### config.mk
export PLATFORM = sky130hd
export DESIGN_NAME = modem_stat_ctl
export DESIGN_NICKNAME = d
export VERILOG_FILES = /design/src/rtl/modem_stat_pkg.sv /design/src/rtl/msc_sync.sv /design/src/rtl/msc_detect.sv /design/src/rtl/msc_irq.sv /design/src/rtl/msc_ctl.sv /design/src/rtl/modem_stat_ctl.sv
export SDC_FILE = /design/constraint.sdc
export NUM_CORES = 1
export LEC_CHECK = 0
export ABC_CLOCK_PERIOD_IN_PS = 1300
export BUFFER_PORTS_ARGS = -buffer_cell sky130_fd_sc_hd__buf_2
export CORE_UTILIZATION = 46
export CTS_BUF_LIST = sky130_fd_sc_hd__clkbuf_16
export CTS_CLUSTER_DIAMETER = 30
export DETAILED_ROUTE_END_ITERATION = 16
export PLACE_DENSITY = 0.8
export SLEW_MARGIN = 20
export SYNTH_ARGS = -nofsm -noshare
export SYNTH_HDL_FRONTEND = slang
export SYNTH_SLANG_ARGS = --single-unit
### constraint.sdc
create_clock -name clk -period 1.3 [get_ports clk]
set_input_delay 0.13 -clock clk [delete_from_list [all_inputs] [get_ports clk]]
set_output_delay 0.13 -clock clk [all_outputs]
set_load 0.05 [all_outputs]
### src/rtl/modem_stat_pkg.sv
package modem_stat_pkg;

   localparam int LINE_N  = 4;
   localparam int LN_CTS  = 0;
   localparam int LN_DSR  = 1;
   localparam int LN_RI   = 2;
   localparam int LN_DCD  = 3;
   localparam int CTL_W   = 3;

   typedef struct packed {
      logic auto_cts;
      logic loop_en;
      logic term_rdy;
   } mctl_t;

endpackage

### src/rtl/msc_sync.sv
module msc_sync #(
   parameter int               WIDTH   = 4,
   parameter int               STAGES  = 2,
   parameter logic [WIDTH-1:0] RST_VAL = '0
) (
   input  logic             clk,
   input  logic             rst,
   input  logic [WIDTH-1:0] d,
   output logic [WIDTH-1:0] q
);

   if (STAGES < 2) begin : g_bad_stages
      $error("msc_sync: STAGES must be at least 2");
   end
   if (WIDTH < 1) begin : g_bad_width
      $error("msc_sync: WIDTH must be positive");
   end

   logic [WIDTH-1:0] stg_q [STAGES];

   always_ff @(posedge clk or posedge rst) begin
      if (rst) begin
         for (int i = 0; i < STAGES; i++) stg_q[i] <= RST_VAL;
      end else begin
         stg_q[0] <= d;
         for (int i = 1; i < STAGES; i++) stg_q[i] <= stg_q[i-1];
      end
   end

   assign q = stg_q[STAGES-1];

endmodule

### src/rtl/msc_detect.sv
module msc_detect #(
   parameter int               WIDTH     = 4,
   parameter logic [WIDTH-1:0] RISE_ONLY = '0
) (
   input  logic             clk,
   input  logic             rst,
   input  logic [WIDTH-1:0] lvl,
   input  logic             clr_rd,
   output logic [WIDTH-1:0] chg,
   output logic [WIDTH-1:0] delta
);

   logic [WIDTH-1:0] prev_q;
   logic [WIDTH-1:0] delta_q;

   for (genvar g = 0; g < WIDTH; g++) begin : g_edge
      if (RISE_ONLY[g]) begin : g_rise
         assign chg[g] = lvl[g] & ~prev_q[g];
      end else begin : g_any
         assign chg[g] = lvl[g] ^ prev_q[g];
      end
   end

   always_ff @(posedge clk or posedge rst) begin
      if (rst) begin
         prev_q  <= '0;
         delta_q <= '0;
      end else begin
         prev_q  <= lvl;
         delta_q <= (clr_rd ? '0 : delta_q) | chg;
      end
   end

   assign delta = delta_q;

   AST_DELTA_CLR_ON_READ: assert property (@(posedge clk) disable iff (rst)
      (clr_rd && chg == '0) |=> (delta_q == '0));

   AST_DELTA_KEEPS_NEW: assert property (@(posedge clk) disable iff (rst)
      (chg != '0) |=> ((delta_q & $past(chg)) == $past(chg)));

   AST_DELTA_STICKY: assert property (@(posedge clk) disable iff (rst)
      (!clr_rd) |=> ((delta_q & $past(delta_q)) == $past(delta_q)));

endmodule

### src/rtl/msc_irq.sv
module msc_irq #(
   parameter int               WIDTH    = 4,
   parameter logic [WIDTH-1:0] SRC_MASK = '1,
   parameter int               GATE_BIT = 0
) (
   input  logic             clk,
   input  logic             rst,
   input  logic [WIDTH-1:0] chg,
   input  logic             irq_en,
   input  logic             gate_on,
   input  logic             clr_rd,
   output logic             irq
);

   if (GATE_BIT < 0 || GATE_BIT >= WIDTH) begin : g_bad_gate
      $error("msc_irq: GATE_BIT out of range");
   end

   localparam logic [WIDTH-1:0] GATE_ONEHOT = WIDTH'(1) << GATE_BIT;

   logic [WIDTH-1:0] src;
   logic             irq_q;

   assign src = chg & SRC_MASK & ~(gate_on ? GATE_ONEHOT : '0);

   always_ff @(posedge clk or posedge rst) begin
      if (rst) irq_q <= 1'b0;
      else     irq_q <= (irq_en & (|src)) | (irq_q & ~clr_rd);
   end

   assign irq = irq_q;

   AST_IRQ_HOLD: assert property (@(posedge clk) disable iff (rst)
      (irq_q && !clr_rd) |=> irq_q);

   AST_AUTOCTS_QUIET: assert property (@(posedge clk) disable iff (rst)
      (gate_on && !irq_q && (chg & ~GATE_ONEHOT) == '0) |=> !irq_q);

   AST_IRQ_RAISE: assert property (@(posedge clk) disable iff (rst)
      (irq_en && (chg & SRC_MASK & ~GATE_ONEHOT) != '0) |=> irq_q);

endmodule

### src/rtl/msc_ctl.sv
module msc_ctl
   import modem_stat_pkg::*;
(
   input  logic             clk,
   input  logic             rst,
   input  logic             we,
   input  logic [CTL_W-1:0] wdata,
   input  logic             cts_lvl,
   output logic             dtr_n,
   output logic             loop_on,
   output logic             auto_on,
   output logic             tx_allow
);

   mctl_t ctl_q;

   always_ff @(posedge clk or posedge rst) begin
      if (rst)     ctl_q <= '0;
      else if (we) ctl_q <= mctl_t'(wdata);
   end

   assign dtr_n    = ~(ctl_q.term_rdy & ~ctl_q.loop_en);
   assign loop_on  = ctl_q.loop_en;
   assign auto_on  = ctl_q.auto_cts;
   assign tx_allow = ~ctl_q.auto_cts | cts_lvl;

   AST_CTL_WRITE: assert property (@(posedge clk) disable iff (rst)
      we |=> (ctl_q == mctl_t'($past(wdata))));

endmodule

### src/rtl/modem_stat_ctl.sv
module modem_stat_ctl
   import modem_stat_pkg::*;
#(
   parameter int SYNC_STAGES = 2,
   parameter bit RI_RISE     = 1'b1,
   parameter bit RI_IRQ      = 1'b1
) (
   input  logic             clk,
   input  logic             mst_rst,
   input  logic             cts_n,
   input  logic             dsr_n,
   input  logic             ri_n,
   input  logic             dcd_n,
   input  logic             ctl_we,
   input  logic [CTL_W-1:0] ctl_wdata,
   input  logic             irq_en,
   input  logic             stat_rd,
   output logic [7:0]       stat_q,
   output logic             irq,
   output logic             dtr_n,
   output logic             tx_allow
);

   localparam logic [LINE_N-1:0] RISE_MASK = LINE_N'(RI_RISE) << LN_RI;
   localparam logic [LINE_N-1:0] SRC_MASK  = ~(LINE_N'(!RI_IRQ) << LN_RI);

   if (SYNC_STAGES < 2) begin : g_bad_sync
      $error("modem_stat_ctl: SYNC_STAGES must be at least 2");
   end

   logic [LINE_N-1:0] pin_act;
   logic [LINE_N-1:0] lvl;
   logic [LINE_N-1:0] chg;
   logic [LINE_N-1:0] delta;
   logic              loop_on;
   logic              auto_on;

   assign pin_act = ~{dcd_n, ri_n, dsr_n, cts_n};

   msc_sync #(.WIDTH(LINE_N), .STAGES(SYNC_STAGES), .RST_VAL('0)) u_sync (
      .clk (clk),
      .rst (mst_rst),
      .d   (pin_act),
      .q   (lvl)
   );

   msc_detect #(.WIDTH(LINE_N), .RISE_ONLY(RISE_MASK)) u_detect (
      .clk    (clk),
      .rst    (mst_rst),
      .lvl    (lvl),
      .clr_rd (stat_rd),
      .chg    (chg),
      .delta  (delta)
   );

   msc_irq #(.WIDTH(LINE_N), .SRC_MASK(SRC_MASK), .GATE_BIT(LN_CTS)) u_irq (
      .clk     (clk),
      .rst     (mst_rst),
      .chg     (chg),
      .irq_en  (irq_en),
      .gate_on (auto_on),
      .clr_rd  (stat_rd),
      .irq     (irq)
   );

   msc_ctl u_ctl (
      .clk      (clk),
      .rst      (mst_rst),
      .we       (ctl_we),
      .wdata    (ctl_wdata),
      .cts_lvl  (lvl[LN_CTS]),
      .dtr_n    (dtr_n),
      .loop_on  (loop_on),
      .auto_on  (auto_on),
      .tx_allow (tx_allow)
   );

   assign stat_q = {lvl, delta};

   AST_DTR_OFF_IN_LOOP: assert property (@(posedge clk) disable iff (mst_rst)
      loop_on |-> dtr_n);

   AST_TX_FOLLOWS_CTS: assert property (@(posedge clk) disable iff (mst_rst)
      auto_on |-> (tx_allow == stat_q[4]));

endmodule

==> results of run 1 <==
placed cells by master, fill, tap and decap left out:
cell,synthesis,layout
clkbuf_16,0,3
inv_1,10,10
o2111ai_1,1,1
mux2_1,3,3
dlygate4sd3_1,0,1
nand2b_1,3,3
buf_2,0,22
buf_4,4,1
o21ai_0,4,4
a22o_1,1,1
dfrtp_1,20,20
clkinv_1,0,1
xnor2_1,3,3
worst paths after layout:
path                                      to  slack [ns]  cells after the start
min in group asynchronous    u_sync.stg_q[6]        0.44                      4
max in group asynchronous  u_detect.delta[1]        0.66                      4
hold reg to reg                  u_sync.q[3]        0.35                      0
setup reg to reg                   u_irq.irq        0.25                      3
hold / removal               u_sync.stg_q[6]        0.02                      2
setup / recovery                    tx_allow        0.15                      2
worst register-to-register path, stage by stage (launching register included):
cell,delay (ns)
dfrtp_1,0.41
xnor2_1,0.21
o2111ai_1,0.12
a22o_1,0.20
layout make-up:
cell class / count / area [um^2] / share of cell area
clock buffer: 3 / 75.1 / 0.0853
clock inverter: 1 / 3.75 / 0.00427
inverter: 10 / 37.5 / 0.0427
multi-input combinational: 15 / 116 / 0.132
sequential: 20 / 500 / 0.569
tap: 15 / 18.8 / 0.0213
timing repair buffer: 24 / 128 / 0.145
sequential cells by signal (all words and copies together), names as in the netlist:
name / cells
u_detect.delta: 4
u_detect.prev_q: 4
u_sync.q: 4
u_sync.stg_q: 4
u_ctl.auto_on: 1
u_ctl.ctl_q: 1
u_ctl.loop_on: 1
u_irq.irq: 1
kinds of logic after synthesis:
family / Yosys count / synth area share
AND/OR/NAND/NOR: 3 / 0.0274
AO/OA/AOI/OAI: 6 / 0.0549
buffers and inverters: 14 / 0.0987
flip-flops: 20 / 0.731
multiplexers: 3 / 0.0494
XOR/XNOR: 3 / 0.0384
layer usage:
| layer | up-vias | wire length (um) |
|---|---|---|
| li1 | 195 | - |
| met1 | 176 | 433 |
| met2 | 13 | 451 |
| met3 | 0 | 37 |
| met4 | 0 | 0 |
| met5 | - | 0 |
where the power goes:
group | internal, W | switching [W] | leakage (nW)
clock network | 0.000408 | 0.000194 | 0.0385
registers | 0.000668 | 0.0000220 | 0.230
logic | 0.0000591 | 0.000149 | 0.184
through the flow:
stage	area (um^2)	power, W	std cells
2_1_floorplan	684	0.000857	49
3_3_place_gp	791	0.000903	83
3_5_place_dp	791	0.000909	83
4_1_cts	880	0.00152	88
5_1_grt	880	0.00157	88
6_report	880	0.00150	88
==> summary.txt, run 1 <==
STA
  • Final Cycle Share: 0.885
  • Clock Skew: 0.00163 ns
  • Max Slew Vio Count: 0
  • Final worst slack: 0.149 ns
  • Hold Slack: 0.0202 ns
  • Final setup TNS: 0 ns
  • Min Tclk post-route: 1.15 ns
  • Final hold vios: 0
  • RSZ-0062 raised after global routing: no
  • Final Setup Violations: 0
  • Slew @ Worst Pin: 0.261 ns
  • Fmax: between 0.8 and 0.9 GHz
  • Slew margin rel.: 0.827

Critical path
  • Data arrival, critical path: approximately 1.0 ns
  • Critical path buffers and inverters: 1
  • Critical Path Start Type: flop
  • Worst setup EP type: primary output
  • Slowest stage delay, CP: 0.41 ns
  • Worst r2r src: u_sync.q[0]
  • Family with the most delay on the worst path: flip-flops
  • Critical Setup Path Class: flop to primary output
  • Critical path fanouts, max: 4
  • CP Launch Point: u_sync.q[0]
  • Slowest CP cell: dfrtp_1
  • Cell breakdown of the critical path: nand2b_1, buf_2
  • Worst Path Required: 1.17 ns

Die
  • Num rows: 13
  • Die Ht: slightly above 40 um
  • Die width: between 40 and 50 um
  • Initial core utilization: 0.507
  • Core ar.: around 1400 um^2
  • Die ar.: 1650 um^2
  • I/O pins: 23

Cells and area
  • Ant diodes: 0
  • Layout cells sized above 1: 0.356
  • Layout Utilization: 0.652
  • Fillers: 113
  • Fin nets: between 80 and 90
  • P&R area growth vs syn: 28.5%

Clock tree
  • Post-CTS Setup Repair Bufs: 0
  • Hold Buf Count CTS: 1
  • CTS tree: done
  • Total CTS buffers: 3
  • Worst-path clk slew: around 0.050 ns
  • Max Root-Sink Buffers: 2
  • Clk root buf: clkbuf_16
  • Sink Count: 20
  • Htree depth: 1
  • Clk_lat worst skew: approximately 0.24 ns
  • Cts repair resizes: 0

Min path
  • Hold Path Origin: ri_n
  • Hold Path Class: input pin to flop

Synthesis
  • Top cells by area in the synthesized netlist: dfrtp_1 (73%), inv_1 (5.5%), mux2_1 (4.9%)
  • Mean area per synthesized cell: 14.0 um^2
  • Synth Net Count: 61
  • Syn Std Cell Area: 684 um^2
  • Cell variety after synth: 9
  • Synth top cells by count: dfrtp_1 (20), inv_1 (10), buf_4 (4), o21ai_0 (4)
  • Area leader, netlist: dfrtp_1
  • Mapped Cells: 49
  • Top cell type's share of synthesized area: 0.731
  • Yosys warning total: 0
  • Post-synthesis async set-or-reset flop share: 1.00
  • Post-synth EDFFs: 0
  • Primary FF master, synth: dfrtp_1
  • Sequential-to-total area share from yosys stat: 0.731
  • FF+latch count, synth: 20
  • Count leader, synth: dfrtp_1

Global route
  • First-pass GRT wire length: 1.28 mm
  • Gr usage total: 0.129
  • Pin count of the biggest net entering global routing: 21
  • Met3 Track Usage GR: 0.0500
  • M1 GR Usage: 0.155
  • Grt met2 use: 0.194
  • Gr busiest metal: met2
  • Antenna violations before repair: 0
  • Number of global-route vias before repair: 314
  • Total congestion overflow: 0

Run
  • Max cap viols: 0

Place
  • Port-buffer cells: 22
  • Hpwl dp: 660 um
  • Placer Congestion: approximately 0.56
  • Pre-CTS WS: between 0.2 and 0.3 ns

Pwr
  • Total power density per cell area: 1710 nW/um^2
  • Peak supply drop: 0.970 mV
  • Leakage: 0.453 nW

Route
  • Avg WL per Cell: 10.5 um
  • Routed WL: 921 um
  • DR pass1 iterations: 4
  • # DRC: 0
  • Vias/cell: between 4 and 5
  • Routed Antenna Nets: 0
  • Via count: 384
  • DR iter-0 viols: 3

Status
  • Outcome: finished clean
No activity file was read; power rests on OpenSTA's default activity.
==> run 2: changes to the inputs <==
Settings changed: CORE_MARGIN set to 5.
==> run 2 against run 1 <==
Combinational power hardly changed. Flip-flop and latch count stayed put. First-iteration DRC count increased to 3.0 times the previous value. Clock power down 2%. Global-route usage is 2.9 points lower. Critical path depth is the same. Via count rose by 6.5%. Maximum frequency grew 1.2%. Non-clock buffer count stayed put. Die area up 43%. Critical endpoint unchanged. Largest cell class unchanged. Highest routed layer is now met4.
==> summary.txt, run 2 (synthesis gave the netlist of run 1 again) <==
Pwr
  • Leakage: 0.452 nW (-0.35%)
  • Total power density per cell area: 1700 nW/um^2 (-0.51%)
  • Peak supply drop: 0.787 mV (-19%)
  • Total power: 0.00149 W (-0.79%)

Critical path
  • Critical Path Start Type: flop
  • Critical path fanouts, max: 4 (unchanged)
  • Critical Setup Path Class: flop to primary output
  • RR Endpoint: u_irq.irq
  • Worst setup EP type: primary output
  • Data arrival, critical path: 1.01 ns (about the same)
  • Reg2reg path depth: 3 (unchanged)
  • Worst Path Required: 1.17 ns (about the same)
  • Setup slack, reg-to-reg: 0.27 ns (+0.02 ns)
  • CP Launch Point: u_sync.q[0]
  • Worst r2r src: u_sync.q[3]

Cells and area
  • Most common cell after layout, fill and taps aside: buf_2
  • Fin nets: 86 (unchanged)
  • Area of the multi-input gates: 116 um^2 (unchanged)
  • Reg area: 500 um^2 (unchanged)
  • Layout cells sized above 1: 0.361 (+0.00495)
  • Most frequent cells in the layout: buf_2 (22), dfrtp_1 (20), inv_1 (10)
  • Fillers: 120 (+6.2%)
  • Ant diodes: 0 (unchanged)
  • P&R area growth vs syn: 28.2%

Route
  • # DRC: 0 (unchanged)
  • Via count: 409 (+6.5%)
  • DR iter-0 viols: 9 (+6)
  • Routed Antenna Nets: 0 (unchanged)
  • Met3 routed wirelength: 92 um (+150%)
  • Routed WL: 996 um (+8.1%)
  • Routed metal-1 wire length: 358 um (-17%)
  • WL met2: 504 um (+12%)
  • DR pass1 iterations: 2 (-2)
  • Uppermost layer routed: met4
  • Avg WL per Cell: 11.3 um (+8.1%)
  • Vias/cell: 4.65 (+6.5%)

Place
  • Placer Congestion: 0.705 (+26%)
  • Pre-CTS WS: 0.279 ns (+0.0251 ns)
  • Port-buffer cells: 22 (unchanged)

Status
  • Outcome: finished clean

Die
  • Die Ht: 48.6 um (+20%)
  • Core ar.: 1450 um^2 (+7.7%)
  • I/O pins: 23 (unchanged)
  • Die ar.: 2360 um^2 (+43%)
  • Initial core utilization: 0.471 (-0.0362)
  • Num rows: 14 (+1)
  • Die width: 48.6 um (+20%)

Global route
  • Antenna violations before repair: 0 (unchanged)
  • Gr usage total: 0.100 (-0.0287)
  • Pin count of the biggest net entering global routing: 21 (unchanged)
  • Number of global-route vias before repair: 414 (+32%)
  • Total congestion overflow: 0 (unchanged)
  • First-pass GRT wire length: 1.76 mm (+38%)

Clock tree
  • Post-CTS Setup Repair Bufs: 0 (unchanged)
  • Total CTS buffers: 3 (unchanged)
  • Max Root-Sink Buffers: 2 (unchanged)
  • Clk_lat worst skew: 0.24 ns (about the same)
  • Sink Count: 20 (unchanged)
  • Worst-path clk slew: 0.05 ns (about the same)
  • Htree depth: 1 (unchanged)
  • Clk root buf: clkbuf_16
  • CTS tree: done

Run
  • Max cap viols: 0 (unchanged)

STA
  • Final Setup Violations: 0 (unchanged)
  • Final hold vios: 0 (unchanged)
  • Fmax: 0.880 GHz (+1.2%)
  • Final setup TNS: 0 ns (unchanged)
  • Slew margin rel.: 0.832 (+0.00457)
  • Final worst slack: 0.163 ns (+0.0141 ns)
  • Final Cycle Share: 0.874 (-0.0108)
  • Min Tclk post-route: 1.14 ns (-0.0141 ns)
  • Hold Slack: 0.0193 ns (-0.000901 ns)
  • Clock Skew: 0.00211 ns (+0.000479 ns)
  • Max Slew Vio Count: 0 (unchanged)
  • RSZ-0062 raised after global routing: no
  • Slew @ Worst Pin: 0.254 ns (-0.00690 ns)

Min path
  • Hold Path Class: input pin to flop
  • Hold Path Origin: dsr_n
  • Worst Hold Depth: 2 (unchanged)
  • Hold Path End: u_sync.stg_q[5]
## run 2: cell types whose count changed in the layout (fill, tap and decap cells not counted)
cell	delta
clkinv_1	-1
## run 2: worst max path at each step
stage	slack (ns)	end	cells past startpoint
4_1_cts	0.15	tx_allow	2
3_3_place_gp	0.28	u_irq.irq	3
6_report	0.16	tx_allow	2
3_5_place_dp	0.28	u_irq.irq	3
2_1_floorplan	0.35	u_irq.irq	1
5_1_grt	0.11	tx_allow	2
## run 2: timing repair
action	CTS	global route
endpoints found under the setup margin	0	0
endpoints found under the hold margin	20	0
hold buffers	1	0
resized for setup	0	0
## run 2: power by group
group	total [W]	switching [W]	internal [W]
sequential	0.000691	0.0000220	0.000669
clock	0.000589	0.000185	0.000404
combinational	0.000209	0.000150	0.0000591
## run 2: metal layers
metal | vias to the layer above | track usage
met5 | - | 0
met2 | 18 | 0.157
li1 | 197 | -
met3 | 4 | 0.0460
met1 | 190 | 0.100
met4 | 0 | 0.0807
## run 2: worst max-delay path: stages, from the launching register on
cell and delay, ns:
dfrtp_1 0.41, nand2b_1 0.15, buf_2 0.21
## run 2: final cells by class
type | count | share of cell area
Tap cell | 16 | 0.0228
Clock buffer | 3 | 0.0856
Multi-Input combinational cell | 15 | 0.133
Inverter | 10 | 0.0428
Sequential cell | 20 | 0.571
Timing Repair Buffer | 24 | 0.146
## run 2: per-stage QoR
stage	utilization	instances	area (um^2)
after detailed placement	0.545	84	792
after CTS	0.603	88	877
after global routing	0.603	88	877
after global placement	0.545	84	792
after floorplan	-	49	684
final	0.603	88	877
==> run 3: changes to the inputs <==
Settings changed: HOLD_SLACK_MARGIN set to 0.08.
==> run 3 against run 2 <==
Final area is 4.6% higher. Critical endpoint unchanged. Hold slack improved by 0.078 ns. Non-clock buffer count up 4. Clock-buffer cell count did not move. Utilization grew 2.8 points.
==> summary.txt, run 3 (synthesis gave the netlist of run 1 again) <==
Die
  • Num rows: 14 (unchanged)
  • Die width: 48.6 um (unchanged)
  • Die Ht: 48.6 um (unchanged)
  • Core ar.: 1450 um^2 (unchanged)
  • I/O pins: 23 (unchanged)
  • Die ar.: 2360 um^2 (unchanged)
  • Initial core utilization: 0.471 (unchanged)

Pwr
  • Total power density per cell area: 1630 nW/um^2 (-3.8%)
  • Peak supply drop: 0.791 mV (+0.49%)
  • Sw Pwr: 0.000359 W (+0.36%)
  • P_int: 0.00114 W (+0.69%)
  • Leakage: 0.468 nW (+3.7%)
  • Part of the power in registers: 0.461 (-0.003)
  • Clock power share: 0.393 (-0.002)
  • Net Sw Frac: 0.239 (-0.000587)
  • Combinational share of power: 0.146 (+0.006)

Min path
  • Worst Hold Depth: 2 (unchanged)
  • Hold Path Class: input pin to flop
  • Hold Path End: u_ctl.auto_on
  • Hold Path Origin: ctl_wdata[2]

Cells and area
  • Post-Layout Cell Count: 92 (+4.5%)
  • Most frequent cells in the layout: buf_2 (22), dfrtp_1 (20), inv_1 (10)
  • Ant diodes: 0 (unchanged)
  • Layout cells sized above 1: 0.342 (-0.0190)
  • Final Cell Area: 917 um^2 (+4.6%)
  • Most common cell after layout, fill and taps aside: buf_2
  • P&R area growth vs syn: 34.0%
  • Fin nets: 90 (+4.7%)

Place
  • Placement Cell Area: 792 um^2 (unchanged)
  • Placer Congestion: 0.705 (unchanged)
  • Placed Cells: 84 (unchanged)
  • Port-buffer cells: 22 (unchanged)

Clock tree
  • Sink Count: 20 (unchanged)
  • Htree depth: 1 (unchanged)
  • Total CTS buffers: 3 (unchanged)
  • Max Root-Sink Buffers: 2 (unchanged)
  • Clk_lat worst skew: 0.24 ns (about the same)
  • Clk root buf: clkbuf_16
  • CTS tree: done
  • Worst-path clk slew: 0.05 ns (about the same)

STA
  • Min Tclk post-route: 1.14 ns (+0.0000890 ns)
  • Max Slew Vio Count: 0 (unchanged)
  • Slew margin rel.: 0.832 (unchanged)
  • RSZ-0062 raised after global routing: no
  • Final Cycle Share: 0.874 (about the same)
  • Fmax: 0.880 GHz (about the same)
  • Final hold vios: 0 (unchanged)
  • Final Setup Violations: 0 (unchanged)
  • Clock Skew: 0.00219 ns (+0.0000772 ns)
  • Final setup TNS: 0 ns (unchanged)
  • Slew @ Worst Pin: 0.254 ns (unchanged)

Global route
  • Total congestion overflow: 0 (unchanged)
  • Pin count of the biggest net entering global routing: 21 (unchanged)
  • First-pass GRT wire length: 1.77 mm (+0.80%)
  • Gr usage total: 0.101 (+0.000645)
  • Number of global-route vias before repair: 416 (+0.48%)
  • Antenna violations before repair: 0 (unchanged)

Route
  • DR pass1 iterations: 2 (unchanged)
  • DR iter-0 viols: 9 (unchanged)
  • WL met2: 505 um (+0.20%)
  • Routed WL: 1.01 mm (+1.3%)
  • Vias/cell: 4.60 (-1.1%)
  • Met3 routed wirelength: 86 um (-6.5%)
  • Uppermost layer routed: met4
  • Via count: 423 (+3.4%)
  • Routed Antenna Nets: 0 (unchanged)
  • # DRC: 0 (unchanged)
  • Avg WL per Cell: 11.0 um (-3.1%)
  • Routed metal-1 wire length: 376 um (+5.0%)

Critical path
  • Worst r2r src: u_sync.q[3]
  • Family with the most delay on the worst path: flip-flops
  • Critical path buffers and inverters: 1 (unchanged)
  • Worst Path Required: 1.17 ns (about the same)
  • Slowest CP cell: dfrtp_1
  • Critical Setup Path Class: flop to primary output
  • Cell breakdown of the critical path: nand2b_1, buf_2
  • Worst setup EP type: primary output
  • Reg2reg path depth: 3 (unchanged)
  • Slowest stage delay, CP: 0.41 ns (about the same)
  • Setup slack, reg-to-reg: 0.27 ns (about the same)
  • Critical Path Start Type: flop
  • Data arrival, critical path: 1.01 ns (about the same)
  • RR Endpoint: u_irq.irq
  • Critical path fanouts, max: 4 (unchanged)

Run
  • Max cap viols: 0 (unchanged)

Status
  • Outcome: finished clean
## run 3: cell types whose count changed in the layout (fill, tap and decap cells not counted)
cell and delta:
dlygate4sd3_1 +4
## run 3: power by group through the flow
stage               combinational, W  clock [W]  sequential, W
floorplan                  0.0000997          0       0.000758
global placement            0.000207          0       0.000699
detailed placement          0.000210          0       0.000702
CTS                         0.000222   0.000608       0.000692
global route                0.000235   0.000639       0.000697
finish                      0.000218   0.000589       0.000691
## run 3: timing repair
action,CTS,global route
hold endpoints to repair,24,0
hold buffers,5,0
setup buffers,0,0
resized for setup,0,0
## run 3: layout make-up
| type | instances | area, um^2 |
|---|---|---|
| Timing Repair Buffer | 28 | 168 |
| Multi-Input combinational cell | 15 | 116 |
| Tap cell | 16 | 20.0 |
| Inverter | 10 | 37.5 |
| Sequential cell | 20 | 500 |
| Fill cell | 112 | 537 |
| Clock buffer | 3 | 75.1 |
## run 3: stage by stage
step / setup WS (ns) / util / hold WS (ns) / power [W]
global route: 0.111 / 0.631 / 0.0986 / 0.00157
CTS: 0.150 / 0.631 / 0.0979 / 0.00152
global placement: 0.284 / 0.545 / 0.160 / 0.000906
detailed placement: 0.279 / 0.545 / 0.163 / 0.000913
floorplan: 0.350 / - / 0.0938 / 0.000857
finish: 0.163 / 0.631 / 0.0977 / 0.00150
## run 3: worst max path at each step
stage	startpoint	to	depth (start not counted)
final	u_sync.q[0]	tx_allow	2
after global routing	u_sync.q[0]	tx_allow	2
after CTS	u_sync.q[0]	tx_allow	2
after detailed placement	u_sync.q[3]	u_irq.irq	3
after global placement	u_sync.q[3]	u_irq.irq	3
after floorplan	u_irq.irq	u_irq.irq	1
## run 3: routing by layer
metal	vias up	GRT usage
li1	205	-
met1	196	0.106
met2	18	0.152
met3	4	0.0460
met4	0	0.0807
met5	-	0
